<file path="config.mk">
export PLATFORM = sky130hd
export DESIGN_NAME = hs_out_engine
export DESIGN_NICKNAME = d
export VERILOG_FILES = /design/src/rtl/hs_out_pkg.sv /design/src/rtl/hs_ack_sync.sv /design/src/rtl/hs_cycle_count.sv /design/src/rtl/hs_word_stage.sv /design/src/rtl/hs_out_engine.sv
export SDC_FILE = /design/constraint.sdc
export NUM_CORES = 1
export LEC_CHECK = 0
export BUFFER_PORTS_ARGS = -buffer_cell sky130_fd_sc_hd__buf_2
export CAP_MARGIN = 15
export CORE_ASPECT_RATIO = 1.75
export CORE_MARGIN = 4
export CORE_UTILIZATION = 56
export DETAILED_ROUTE_END_ITERATION = 6
export PLACE_DENSITY = 0.85
export SLEW_MARGIN = 20
export SYNTH_ARGS = -nofsm -noshare
export SYNTH_HDL_FRONTEND = slang
export SYNTH_HIERARCHICAL = 1
export SYNTH_SLANG_ARGS = --single-unit
</file>
<file path="constraint.sdc">
create_clock -name clk -period 9.65 [get_ports clk]
set_clock_uncertainty 0.05 [all_clocks]
set_input_delay 1.93 -clock clk [delete_from_list [all_inputs] [get_ports clk]]
set_output_delay 1.93 -clock clk [all_outputs]
set_load 0.02 [all_outputs]
</file>
<file path="src/rtl/hs_out_pkg.sv">
// Package: shared types for the request/acknowledge output engine.
// Assumes: nothing; holds the sequencer state encoding only.
package hs_out_pkg;
    typedef enum logic [1:0] {
        ST_IDLE = 2'd0,   // bus released, waiting for start
        ST_GAP  = 2'd1,   // request high, waiting for word and acknowledge release
        ST_SEND = 2'd2    // request low, waiting for acknowledge
    } eng_state_t;
endpackage

</file>
<file path="src/rtl/hs_ack_sync.sv">
// Module: brings the asynchronous active-low acknowledge into the clock
// domain and flags its falling edge on the synchronised level.
// Assumes: STAGES >= 2; the released (high) level is the reset value.
module hs_ack_sync #(
    parameter int STAGES = 2
) (
    input  logic clk,
    input  logic rst_n,
    input  logic ack_n,
    output logic ack_high,
    output logic ack_fall
);
    logic [STAGES-1:0] chain;
    logic              prev_q;

    // Synchroniser chain, one flop per stage.
    for (genvar g = 0; g < STAGES; g++) begin : g_stage
        if (g == 0) begin : g_first
            always_ff @(posedge clk) begin
                if (!rst_n) chain[0] <= 1'b1;
                else        chain[0] <= ack_n;
            end
        end else begin : g_next
            always_ff @(posedge clk) begin
                if (!rst_n) chain[g] <= 1'b1;
                else        chain[g] <= chain[g-1];
            end
        end
    end

    // Delayed copy of the synchronised level for edge detection.
    always_ff @(posedge clk) begin
        if (!rst_n) prev_q <= 1'b1;
        else        prev_q <= chain[STAGES-1];
    end

    assign ack_high = chain[STAGES-1];
    assign ack_fall = prev_q & ~chain[STAGES-1];
endmodule

</file>
<file path="src/rtl/hs_cycle_count.sv">
// Module: remaining-cycle counter with load, decrement and top-up add.
// Assumes: the caller keeps the total within CNT_W bits; load wins over
// decrement and add in the same cycle.
module hs_cycle_count #(
    parameter int CNT_W = 12
) (
    input  logic             clk,
    input  logic             rst_n,
    input  logic             load,
    input  logic [CNT_W-1:0] load_val,
    input  logic             dec,
    input  logic             add_en,
    input  logic [CNT_W-1:0] add_val,
    output logic [CNT_W-1:0] count,
    output logic [CNT_W-1:0] count_nxt
);
    localparam logic [CNT_W-1:0] ONE = CNT_W'(1);

    // Next count: load, or subtract the finished cycle and add any top-up.
    always_comb begin
        if (load) count_nxt = load_val;
        else      count_nxt = count - (dec ? ONE : '0) + (add_en ? add_val : '0);
    end

    // Count register.
    always_ff @(posedge clk) begin
        if (!rst_n) count <= '0;
        else        count <= count_nxt;
    end
endmodule

</file>
<file path="src/rtl/hs_word_stage.sv">
// Module: staging register for the word on the bus, with a flag that
// marks a freshly fetched word not yet sent by a request.
// Assumes: take and consume are never high together; clear has priority.
module hs_word_stage #(
    parameter int DW = 16
) (
    input  logic          clk,
    input  logic          rst_n,
    input  logic          take,
    input  logic [DW-1:0] word_in,
    input  logic          consume,
    input  logic          clear,
    output logic [DW-1:0] word_q,
    output logic          fresh
);
    // Word register and fresh flag.
    always_ff @(posedge clk) begin
        if (!rst_n || clear) begin
            word_q <= '0;
            fresh  <= 1'b0;
        end else if (take) begin
            word_q <= word_in;
            fresh  <= 1'b1;
        end else if (consume) begin
            fresh  <= 1'b0;
        end
    end
endmodule

</file>
<file path="src/rtl/hs_out_engine.sv">
// Module: target-side output engine for an interlocked request/acknowledge
// parallel bus. Sends one staged word per cycle, fetches the next word when
// acknowledge falls, and reopens only with acknowledge high and a word staged.
// Assumes: source words are consumed on src_pop; ack_n is asynchronous.
module hs_out_engine #(
    parameter int DW       = 16,
    parameter int CNT_W    = 12,
    parameter int SYNC_LEN = 2
) (
    input  logic             clk,
    input  logic             rst_n,
    input  logic             start,
    input  logic [CNT_W-1:0] start_count,
    input  logic             stop,
    input  logic             topup_valid,
    input  logic [CNT_W-1:0] topup_count,
    input  logic             src_valid,
    input  logic [DW-1:0]    src_word,
    output logic             src_pop,
    input  logic             ack_n,
    output logic             req_n,
    output logic [DW-1:0]    data_out,
    output logic             data_oe,
    output logic             busy,
    output logic             done
);
    import hs_out_pkg::*;

    eng_state_t       state, state_nxt;
    logic             ack_high, ack_fall;
    logic             start_ok, add_en, dec, fetch_win, go_idle, open_cycle;
    logic [CNT_W-1:0] count, count_nxt;
    logic [DW-1:0]    word_q;
    logic             fresh, done_q;

    hs_ack_sync #(.STAGES(SYNC_LEN)) ack_sync_i (
        .clk(clk), .rst_n(rst_n), .ack_n(ack_n),
        .ack_high(ack_high), .ack_fall(ack_fall)
    );

    hs_cycle_count #(.CNT_W(CNT_W)) count_i (
        .clk(clk), .rst_n(rst_n),
        .load(start_ok), .load_val(start_count),
        .dec(dec), .add_en(add_en), .add_val(topup_count),
        .count(count), .count_nxt(count_nxt)
    );

    hs_word_stage #(.DW(DW)) stage_i (
        .clk(clk), .rst_n(rst_n),
        .take(src_pop), .word_in(src_word),
        .consume(open_cycle), .clear(go_idle),
        .word_q(word_q), .fresh(fresh)
    );

    // Handshake events and fetch decision for this cycle.
    always_comb begin
        start_ok   = (state == ST_IDLE) && start && (start_count != '0);
        add_en     = (state != ST_IDLE) && topup_valid;
        dec        = (state == ST_SEND) && ack_fall;
        fetch_win  = ((state == ST_GAP) && !fresh) || dec;
        src_pop    = fetch_win && (count_nxt != '0) && src_valid && !stop;
        open_cycle = (state == ST_GAP) && ack_high && fresh && !stop;
        go_idle    = (state != ST_IDLE) &&
                     (stop || ((state == ST_GAP) && ack_high && !fresh && (count_nxt == '0)));
    end

    // Sequencer next state.
    always_comb begin
        state_nxt = state;
        if (go_idle)                            state_nxt = ST_IDLE;
        else if (start_ok)                      state_nxt = ST_GAP;
        else if (open_cycle)                    state_nxt = ST_SEND;
        else if (dec)                           state_nxt = ST_GAP;
    end

    // Sequencer state and completion pulse registers.
    always_ff @(posedge clk) begin
        if (!rst_n) begin
            state  <= ST_IDLE;
            done_q <= 1'b0;
        end else begin
            state  <= state_nxt;
            done_q <= go_idle;
        end
    end

    assign req_n    = (state != ST_SEND);
    assign data_oe  = (state != ST_IDLE);
    assign busy     = (state != ST_IDLE);
    assign data_out = word_q;
    assign done     = done_q;

    AST_DATA_HOLD: assert property (@(posedge clk) disable iff (!rst_n)
        (!req_n && $past(!req_n)) |-> $stable(data_out)) else $error("data moved under request");
    AST_REQ_NEEDS_WORD: assert property (@(posedge clk) disable iff (!rst_n)
        $fell(req_n) |-> ($past(fresh) && $past(ack_high))) else $error("request without staged word");
    AST_NO_OVERFETCH: assert property (@(posedge clk) disable iff (!rst_n)
        src_pop |-> !fresh) else $error("staged word overwritten");
    AST_REQ_RELEASE_CAUSE: assert property (@(posedge clk) disable iff (!rst_n)
        $rose(req_n) |-> $past(ack_fall || stop)) else $error("request released without cause");
    AST_IDLE_RELEASED: assert property (@(posedge clk) disable iff (!rst_n)
        (state == ST_IDLE) |-> (req_n && !data_oe && (data_out == '0))) else $error("bus held while idle");
    AST_DONE_ONE_CLOCK: assert property (@(posedge clk) disable iff (!rst_n)
        done |=> !done) else $error("done longer than one clock");
endmodule

</file>
==> impl_metrics.py, run 1 <==
metrics = {
    "clock_network": {
        "clk_pin_slew_ns": 0.07,
        "insertion_delay_ns": 0.29,
        "post_cts_buffers": 0,
        "cts_resized": 0,
        "numClockSinks": 35,
        "clockBufferDepth": 2,
        "numCtsBuffers": 5,
        "cts_hold_buf": 0,
        "tritoncts": "built",
        "root_buffer": "clkbuf_8",
        "h-tree-depth": 2,
    },
    "placed_design": {
        "finalWeightedCongestion": 1.02,
        "port_buffers": 67,
        "placed_cell_area_um2": 2660,
        "dp_hpwl_mm": 4.69,
        "placed_cells": 380,
    },
    "yosys": {
        "yosys_warnings": 6,
        "ys_ff_latch": 35,
        "synth.distinct_cells": 48,
        "synth-simple-area-share_pct": 20.4,
        "synth-edff-count": 0,
        "synthMuxAreaShare_pct": 8.28,
        "async_flop_share_pct": 0,
        "synth_fa_ha_area_share_pct": 12.7,
        "seq_area_frac_synth_pct": 30.1,
        "synthesis.nets": 344,
        "synth-xor-area-share_pct": 2.26,
        "synth_top_family_by_area": "simple AND/OR/NAND/NOR gates",
        "synth_area_um2": 2330,
        "synthCells": 274,
        "synth_flop_cell": "dfxtp_1",
        "synth_compound_area_share_pct": 16.2,
        "syn_avg_cell_area_um2": 8.49,
    },
    "flow_run": {
        "max_cap_violations": 0,
    },
    "sta": {
        "worstMarginPinSlew_ns": 0.906,
        "finalMaxSlewViolations": 0,
        "fmax_ghz": 0.123,
        "period_minus_slack_ns": 8.12,
        "finalHoldViolCount": 0,
        "tns_ns": 0,
        "min_period_over_period_pct": 84.1,
        "setup_violations": 0,
        "rsz0062_at_grt": "no",
        "timing.slew.headroom_pct": 39.5,
    },
    "pwr": {
        "seqPwrFrac_pct": 24.8,
        "internal_power_uw": 410,
        "clkPwrFrac_pct": 19.1,
        "power_switching_uw": 280,
        "p_comb_share_pct": 56.1,
        "worst_ir_drop_vdd_uv": 156,
        "power.total_uw": 690,
        "switching_share_pct": 40.6,
        "p_per_area_nw_per_um2": 249,
        "leakagePower_nw": 1.38,
    },
    "final_layout": {
        "fin_util_pct": 70.4,
        "antenna_cells": 0,
        "syn2layout_area_growth_pct": 19.3,
        "nets": 409,
        "stdcell_area_um2": 2780,
        "fin_cells": 388,
        "layout_common_cells": "buf_2, inv_1, dfxtp_1, nor2_1, nand2_1",
        "final_layout_size_suffix_gt1_share_pct": 25.3,
        "final_common_cell": "buf_2",
    },
    "setup_path": {
        "cp.arrival_ns": 6.14,
        "r2r_cells": 16,
        "critPathMaxFanout": 18,
        "critical_path.top_delay_family": "simple AND/OR/NAND/NOR gates",
        "startpoint_type": "input port",
        "worst_path_largest_cell_delay_ns": 0.71,
        "rr_endpoint": "stage_i/word_q[1]$_SDFFE_PP0P_",
        "path_cells": "buf_2, nor2b_1, nand2_1, ha_1, inv_1, ha_1, a21o_1, a21oi_2, a21oi_1, or4_1, o211a_1, or4_4, nor3_1, nor4bb_4, buf_4, buf_2",
        "r2r_start": "state[1]$_SDFFE_PP0P_",
        "crit_required_ns": 7.67,
        "worst-r2r-setup-slack_ns": 4.47,
        "critPathSlowestCell": "nor2b_1",
        "end_kind": "output pin",
        "crit_type": "in2out",
        "critPathBufInv": 4,
    },
    "grt": {
        "grt_max_degree": 19,
        "grt_antenna_before_repair": 0,
        "grt_first_pass_wirelength_mm": 9.63,
        "grt_pass1_vias": 2275,
        "grt_overflow": 0,
        "grtUsageTotal_pct": 22.8,
    },
    "min_path": {
        "hold_depth": 1,
        "hp-start": "ack_sync_i/chain[0]$_SDFF_PN1_",
        "holdCritPathClass": "reg2reg",
        "hold-path-endpoint": "ack_sync_i/ack_high$_SDFF_PN1_",
    },
    "drt": {
        "drt-initial-drc-count": 28,
        "routed_via_density": 5.55,
        "vias": 2154,
        "drt-total-wl_mm": 5.63,
        "drc_errors": 0,
        "post_drt_wl_per_cell_um": 14.5,
        "first_pass_iters": 4,
        "ant_nets": 0,
    },
    "die": {
        "row_count": 30,
        "fp.coreArea_um2": 3940,
        "io_pins": 68,
        "fp.dieW_um": 56.7,
        "dieArea_um2": 5290,
        "start_util_pct": 59.0,
        "die_h_um": 93.3,
    },
    "status": {
        "status": "finished clean",
    },
}
[Yosys cell counts, types with 3 or more instances]
library cell	number	area [um2]
inv_1	39	146
dfxtp_1	35	701
nor2_1	27	101
nand2_1	25	93.8
ha_1	22	275
mux2i_1	17	170
a21oi_1	8	40.0
nand2b_1	7	43.8
o21ai_0	7	35.0
a21o_1	6	45.0
nor3_1	6	30.0
a211oi_1	5	37.5
and2_1	5	31.3
o211a_1	5	50.1
or4_1	5	37.5
clkbuf_1	4	15.0
nor2b_1	4	25.0
buf_6	3	33.8
nand4_1	3	18.8
o21a_1	3	22.5
xnor2_1	3	26.3
xor2_1	3	26.3
[final cells by class]
class                      count  area (um2)
multi-input combinational    189        1410
fill                         361        1170
sequential                    35         701
timing repair buffer          68         343
inverter                      40         150
clock buffer                   5        68.8
tap                           48        60.1
clock inverter                 3        43.8
[through the flow]
stage	worst slack [ns]	hold WS (ns)
after floorplan	2.51	0.336
after global placement	1.67	0.353
after detailed placement	1.55	0.387
after CTS	1.54	0.406
after global routing	1.14	0.429
final	1.53	0.404
[power by group through the flow]
| stage | clock network [mW] | registers, mW | logic, mW |
|---|---|---|---|
| final | 0.132 | 0.171 | 0.387 |
| after global routing | 0.141 | 0.173 | 0.437 |
| after CTS | 0.134 | 0.171 | 0.385 |
| after detailed placement | 0 | 0.175 | 0.383 |
| after global placement | 0 | 0.174 | 0.376 |
| after floorplan | 0 | 0.175 | 0.296 |
[logic make-up after synthesis]
logic type,Yosys count
xor gates and xnor gates,6
AOI/OAI and AO/OA,50
buffers and inverters,50
and+or+nand+nor,91
DFF,35
adders and majority gates,23
muxes,19
[sequential cells by signal (all words and copies together) (netlist names)]
register / cells
done: 1
ack_sync_i/chain: 1
ack_sync_i/prev_q: 1
state: 2
ack_sync_i/ack_high: 1
count_i/count: 12
stage_i/word_q: 16
stage_i/fresh: 1
[worst max path at each step]
| stage | end | from | depth (start not counted) | slack (ns) |
|---|---|---|---|---|
| 4_1_cts | src_pop | topup_valid | 16 | 1.54 |
| 3_3_place_gp | src_pop | topup_valid | 16 | 1.67 |
| 6_report | src_pop | topup_valid | 16 | 1.53 |
| 3_5_place_dp | src_pop | topup_valid | 16 | 1.55 |
| 5_1_grt | src_pop | topup_valid | 16 | 1.14 |
| 2_1_floorplan | src_pop | topup_valid | 16 | 2.51 |
[per-layer routing]
layer,GRT usage (%),part of all wire [%],vias to the layer above
li1,-,-,1072
met1,22.2,37,983
met2,43.7,54,75
met3,3.18,4.5,24
met4,13.7,4.5,0
met5,0,0,-
Power figures use the tool's default switching activity.
==> run 2: changes to the inputs <==
--- a/config.mk
+++ b/config.mk
@@ -9,9 +9,9 @@
 export CAP_MARGIN = 15
 export CORE_ASPECT_RATIO = 1.75
 export CORE_MARGIN = 4
-export CORE_UTILIZATION = 56
+export CORE_UTILIZATION = 47
 export DETAILED_ROUTE_END_ITERATION = 6
-export PLACE_DENSITY = 0.85
+export PLACE_DENSITY = 0.76
 export SLEW_MARGIN = 20
 export SYNTH_ARGS = -nofsm -noshare
 export SYNTH_HDL_FRONTEND = slang
==> constraint.sdc (replaced) <==
create_clock -name clk -period 7 [get_ports clk]
set_clock_uncertainty 0.05 [all_clocks]
set_input_delay 1.4 -clock clk [delete_from_list [all_inputs] [get_ports clk]]
set_output_delay 1.4 -clock clk [all_outputs]
set_load 0.02 [all_outputs]
==> run 2 against run 1 <==
Effect of this change:
- clock power grew 37%
- largest cell class unchanged
- wire length down 4.1%
- non-clock buffer count increased by 1
- largest power group unchanged
- core utilization fell by 12 points
- sequential share of layout area down 0.11 points
- setup slack worse by 0.75 ns
- flip-flop and latch count stayed put
- register-to-register slack worse by 2.1 ns
- global-route usage is 4.2 points lower
- worst hold slack got worse by 0.044 ns
- critical endpoint unchanged
==> impl_metrics.py, run 2 (synthesis gave the netlist of run 1 again) <==
metrics = {
    "setup_path": {
        "startpoint_type": "input port",
        "crit_type": "in2out",
        "worst_path_largest_cell_delay_ns": 0.56,
        "critPathSlowestCell": "or4_4",
        "cp.arrival_ns": 4.77,
        "crit_required_ns": 5.55,
        "path_cells": "buf_2, nor2b_1, buf_4, nand2_1, ha_1, inv_1, ha_1, a21o_1, a21oi_2, a21oi_1, or4_1, o211a_1, or4_4, nor3_1, nor4bb_4, buf_2",
        "end_kind": "output pin",
        "critPathMaxFanout": 12,
    },
    "sta": {
        "tns_ns": 0,
        "period_minus_slack_ns": 6.22,
        "timing.slew.headroom_pct": 60.2,
        "setup_violations": 0,
        "rsz0062_at_grt": "no",
        "whs_ns": 0.360,
        "worstMarginPinSlew_ns": 0.596,
        "min_period_over_period_pct": 88.8,
        "fmax_ghz": 0.161,
        "finalMaxSlewViolations": 0,
        "finalHoldViolCount": 0,
    },
    "drt": {
        "drt-initial-drc-count": 81,
        "first_pass_iters": 4,
        "drt-total-wl_mm": 5.40,
        "drc_errors": 0,
        "vias": 2120,
        "ant_nets": 0,
        "routed_via_density": 5.39,
        "post_drt_wl_per_cell_um": 13.7,
    },
    "clock_network": {
        "numClockSinks": 35,
        "root_buffer": "clkbuf_8",
        "clk_pin_slew_ns": 0.07,
        "h-tree-depth": 2,
        "clockBufferDepth": 2,
        "tritoncts": "built",
        "post_cts_buffers": 0,
        "insertion_delay_ns": 0.29,
        "cts_hold_buf": 0,
        "numCtsBuffers": 5,
        "cts_resized": 0,
    },
    "pwr": {
        "worst_ir_drop_vdd_uv": 309,
        "leakagePower_nw": 1.39,
        "p_comb_share_pct": 56.1,
        "switching_share_pct": 40.6,
        "internal_power_uw": 565,
        "power_switching_uw": 385,
        "p_per_area_nw_per_um2": 341,
        "seqPwrFrac_pct": 24.8,
        "power.total_uw": 950,
        "clkPwrFrac_pct": 19.1,
    },
    "placed_design": {
        "dp_hpwl_mm": 4.42,
        "finalWeightedCongestion": 0.952,
        "port_buffers": 67,
        "placed_cell_area_um2": 2680,
    },
    "grt": {
        "grt_antenna_before_repair": 0,
        "grt_overflow": 0,
        "grt_pass1_vias": 2077,
        "grt_max_degree": 18,
        "grtUsageTotal_pct": 18.7,
        "grt_first_pass_wirelength_mm": 8.67,
    },
    "final_layout": {
        "antenna_cells": 0,
        "top_regs": "stage_i/word_q x16, count_i/count x12, state x2",
        "fin_util_pct": 58.7,
        "final_layout_size_suffix_gt1_share_pct": 25.5,
        "syn2layout_area_growth_pct": 19.8,
        "nets": 410,
        "layout_common_cells": "buf_2, inv_1, dfxtp_1, nor2_1, nand2_1",
        "stdcell_area_um2": 2790,
        "largest_reg_flops": 16,
        "final_common_cell": "buf_2",
        "regMostFlops": "stage_i/word_q",
    },
    "flow_run": {
        "max_cap_violations": 0,
    },
    "die": {
        "io_pins": 68,
        "fp.dieW_um": 61.2,
        "fp.coreArea_um2": 4750,
        "start_util_pct": 49.0,
        "dieArea_um2": 6180,
        "row_count": 33,
        "die_h_um": 101,
    },
    "min_path": {
        "holdCritPathClass": "reg2reg",
    },
    "status": {
        "status": "finished clean",
    },
}
run 2: stage by stage:
stage / setup slack, ns / std cells
global placement: 0.809 / 385
CTS: 0.775 / 393
detailed placement: 0.759 / 385
floorplan: 0.922 / 274
global route: 0.621 / 393
finish: 0.784 / 393
run 2: area by class of cell:
type	instances	area, um2
tap	52	65.1
inverter	40	150
clock inverter	3	43.8
fill	440	1960
sequential	35	701
multi-input combinational	189	1410
clock buffer	5	68.8
timing repair buffer	69	350
run 2: power groups by stage:
| stage | clock, mW | combinational, mW | sequential (mW) |
|---|---|---|---|
| after detailed placement | 0 | 0.524 | 0.241 |
| after global placement | 0 | 0.518 | 0.240 |
| after global routing | 0.193 | 0.591 | 0.239 |
| final | 0.181 | 0.533 | 0.236 |
| after CTS | 0.186 | 0.529 | 0.236 |
| after floorplan | 0 | 0.408 | 0.242 |
run 2: metal layers:
layer	global-route usage (%)	wire [um]	vias to the layer above
li1	-	-	1066
met5	0	0	-
met2	32.1	2670	95
met3	4.62	482	21
met4	12.9	275	0
met1	18.6	1980	938
run 2: final timing paths:
kind | startpoint | end | slack (ns) | cells after the start
min | ack_sync_i/chain[0]$_SDFF_PN1_ | ack_sync_i/ack_high$_SDFF_PN1_ | 0.36 | 1
min reg2reg | ack_sync_i/chain[0]$_SDFF_PN1_ | ack_sync_i/ack_high$_SDFF_PN1_ | 0.36 | 1
max | topup_valid | src_pop | 0.78 | 16
max reg2reg | state[1]$_SDFFE_PP0P_ | stage_i/word_q[0]$_SDFFE_PP0P_ | 2.36 | 17
run 2: worst max-delay path: cells and delay by family:
kind / cells / cell delay [ns]
AOI/OAI and AO/OA: 4 / 0.66
buffers and inverters: 4 / 0.48
and+or+nand+nor: 6 / 1.59
adders and majority gates: 2 / 0.62
==> run 3: changes to the inputs <==
--- a/config.mk
+++ b/config.mk
@@ -9,9 +9,9 @@
 export CAP_MARGIN = 15
 export CORE_ASPECT_RATIO = 1.75
 export CORE_MARGIN = 4
-export CORE_UTILIZATION = 47
+export CORE_UTILIZATION = 35
 export DETAILED_ROUTE_END_ITERATION = 6
-export PLACE_DENSITY = 0.76
+export PLACE_DENSITY = 0.61
 export SLEW_MARGIN = 20
 export SYNTH_ARGS = -nofsm -noshare
 export SYNTH_HDL_FRONTEND = slang
==> run 3 against run 2 <==
Effect of this change:
- die area is 30% higher
- via count is 1.8% lower
- sequential share of layout area is 0.68 points lower
- register-to-register slack worse by 0.04 ns
- final area is 2.8% higher
- critical path depth stayed put
- setup slack worse by 0.064 ns
- fmax is 1.0% lower
- flip-flop and latch count stayed put
- global-route usage is 4.0 points lower
- non-clock buffer count is 1 higher
- core utilization is 15 points lower
==> impl_metrics.py, run 3 (synthesis gave the netlist of run 1 again) <==
metrics = {
    "final_layout": {
        "nets": 411,
        "final_layout_size_suffix_gt1_share_pct": 25.7,
        "register_area_um2": 701,
        "largest_reg_flops": 16,
        "multi_input_area_um2": 1410,
        "antenna_cells": 0,
        "top_regs": "stage_i/word_q x16, count_i/count x12, state x2",
        "layout_common_cells": "buf_2, inv_1, dfxtp_1, nor2_1, nand2_1",
        "regMostFlops": "stage_i/word_q",
        "final_common_cell": "buf_2",
        "n_fill_cell": 663,
        "syn2layout_area_growth_pct": 23.2,
    },
    "drt": {
        "first_pass_iters": 4,
        "ant_nets": 0,
        "post_drt_wl_per_cell_um": 13.6,
        "drt-initial-drc-count": 65,
        "drc_errors": 0,
        "routed_via_density": 4.91,
        "drt-total-wl_mm": 5.76,
        "vias": 2082,
    },
    "die": {
        "io_pins": 68,
        "fp.dieW_um": 69.6,
        "die_h_um": 116,
        "start_util_pct": 35.8,
        "row_count": 39,
        "fp.coreArea_um2": 6490,
        "dieArea_um2": 8070,
    },
    "placed_design": {
        "port_buffers": 67,
        "finalWeightedCongestion": 0.934,
        "dp_hpwl_mm": 4.82,
    },
    "sta": {
        "setup_violations": 0,
        "min_period_over_period_pct": 89.7,
        "period_minus_slack_ns": 6.28,
        "finalMaxSlewViolations": 0,
        "fmax_ghz": 0.159,
        "tns_ns": 0,
        "rsz0062_at_grt": "no",
        "finalHoldViolCount": 0,
        "timing.slew.headroom_pct": 59.5,
        "worstMarginPinSlew_ns": 0.607,
    },
    "setup_path": {
        "critPathSlowestCell": "or4_4",
        "critPathBufInv": 4,
        "cp.arrival_ns": 4.83,
        "path_cells": "buf_2, nor2b_1, buf_4, nand2_1, ha_1, inv_1, ha_1, a21o_2, nand3_1, nand2_1, or4_1, o211a_1, or4_4, nor3_1, nor4bb_4, buf_2",
        "worst-r2r-setup-slack_ns": 2.32,
        "crit_type": "in2out",
        "critical_path.top_delay_family": "simple AND/OR/NAND/NOR gates",
        "critPathMaxFanout": 12,
        "crit_required_ns": 5.55,
        "startpoint_type": "input port",
        "end_kind": "output pin",
        "worst_path_largest_cell_delay_ns": 0.55,
    },
    "clock_network": {
        "numCtsBuffers": 5,
        "clockBufferDepth": 2,
        "numClockSinks": 35,
        "h-tree-depth": 2,
        "insertion_delay_ns": 0.28,
        "cts_resized": 0,
        "post_cts_buffers": 0,
        "cts_hold_buf": 0,
        "root_buffer": "clkbuf_16",
        "tritoncts": "built",
        "clk_pin_slew_ns": 0.05,
    },
    "grt": {
        "grt_overflow": 0,
        "grt_first_pass_wirelength_mm": 9.31,
        "grt_antenna_before_repair": 0,
        "grtUsageTotal_pct": 14.6,
        "grt_pass1_vias": 2010,
        "grt_max_degree": 18,
    },
    "pwr": {
        "power.total_uw": 981,
        "leakagePower_nw": 1.40,
        "worst_ir_drop_vdd_uv": 195,
        "p_per_area_nw_per_um2": 343,
    },
    "status": {
        "status": "finished clean",
    },
    "min_path": {
        "holdCritPathClass": "reg2reg",
    },
    "flow_run": {
        "max_cap_violations": 0,
    },
}
run 3: changes by cell type in the layout (fill, tap and decap cells not counted), sizes merged:
cell      delta
clkinv       -1
bufinv       -1
clkinvlp     +2
buf          +1
run 3: final timing paths:
check	cells past startpoint	startpoint	endpoint
max	16	topup_valid	src_pop
max reg2reg	17	state[1]$_SDFFE_PP0P_	stage_i/word_q[1]$_SDFFE_PP0P_
min	1	ack_sync_i/chain[0]$_SDFF_PN1_	ack_sync_i/ack_high$_SDFF_PN1_
min reg2reg	1	ack_sync_i/chain[0]$_SDFF_PN1_	ack_sync_i/ack_high$_SDFF_PN1_
run 3: routing by layer:
layer | up-vias | share of wire, % | global-route usage (%)
li1 | 1069 | - | -
met1 | 922 | 40 | 15.8
met2 | 74 | 50 | 26.5
met3 | 17 | 6.1 | 2.86
met4 | 0 | 4.2 | 8.31
met5 | - | 0 | 0
run 3: layout make-up:
cell class / count / share of cell area (%)
clock inverter: 3 / 0.699
timing repair buffer: 70 / 12.5
inverter: 40 / 5.24
clock buffer: 5 / 4.37
tap: 82 / 3.58
sequential: 35 / 24.5
multi-input combinational: 189 / 49.2
run 3: where the power goes:
part | total [mW] | switching, mW | internal (mW)
registers | 0.236 | 0.00803 | 0.228
clock network | 0.212 | 0.0817 | 0.131
logic | 0.533 | 0.302 | 0.231
run 3: per-stage QoR:
stage / hold WS (ns) / instance area, um2 / cells / util [%] / worst slack (ns)
3_5_place_dp: 0.356 / 2720 / 416 / 41.9 / 0.709
6_report: 0.364 / 2870 / 424 / 44.1 / 0.720
5_1_grt: 0.401 / 2870 / 424 / 44.1 / 0.496
2_1_floorplan: 0.336 / 2330 / 274 / - / 0.922
3_3_place_gp: 0.353 / 2720 / 416 / 41.9 / 0.749
4_1_cts: 0.369 / 2870 / 424 / 44.1 / 0.699
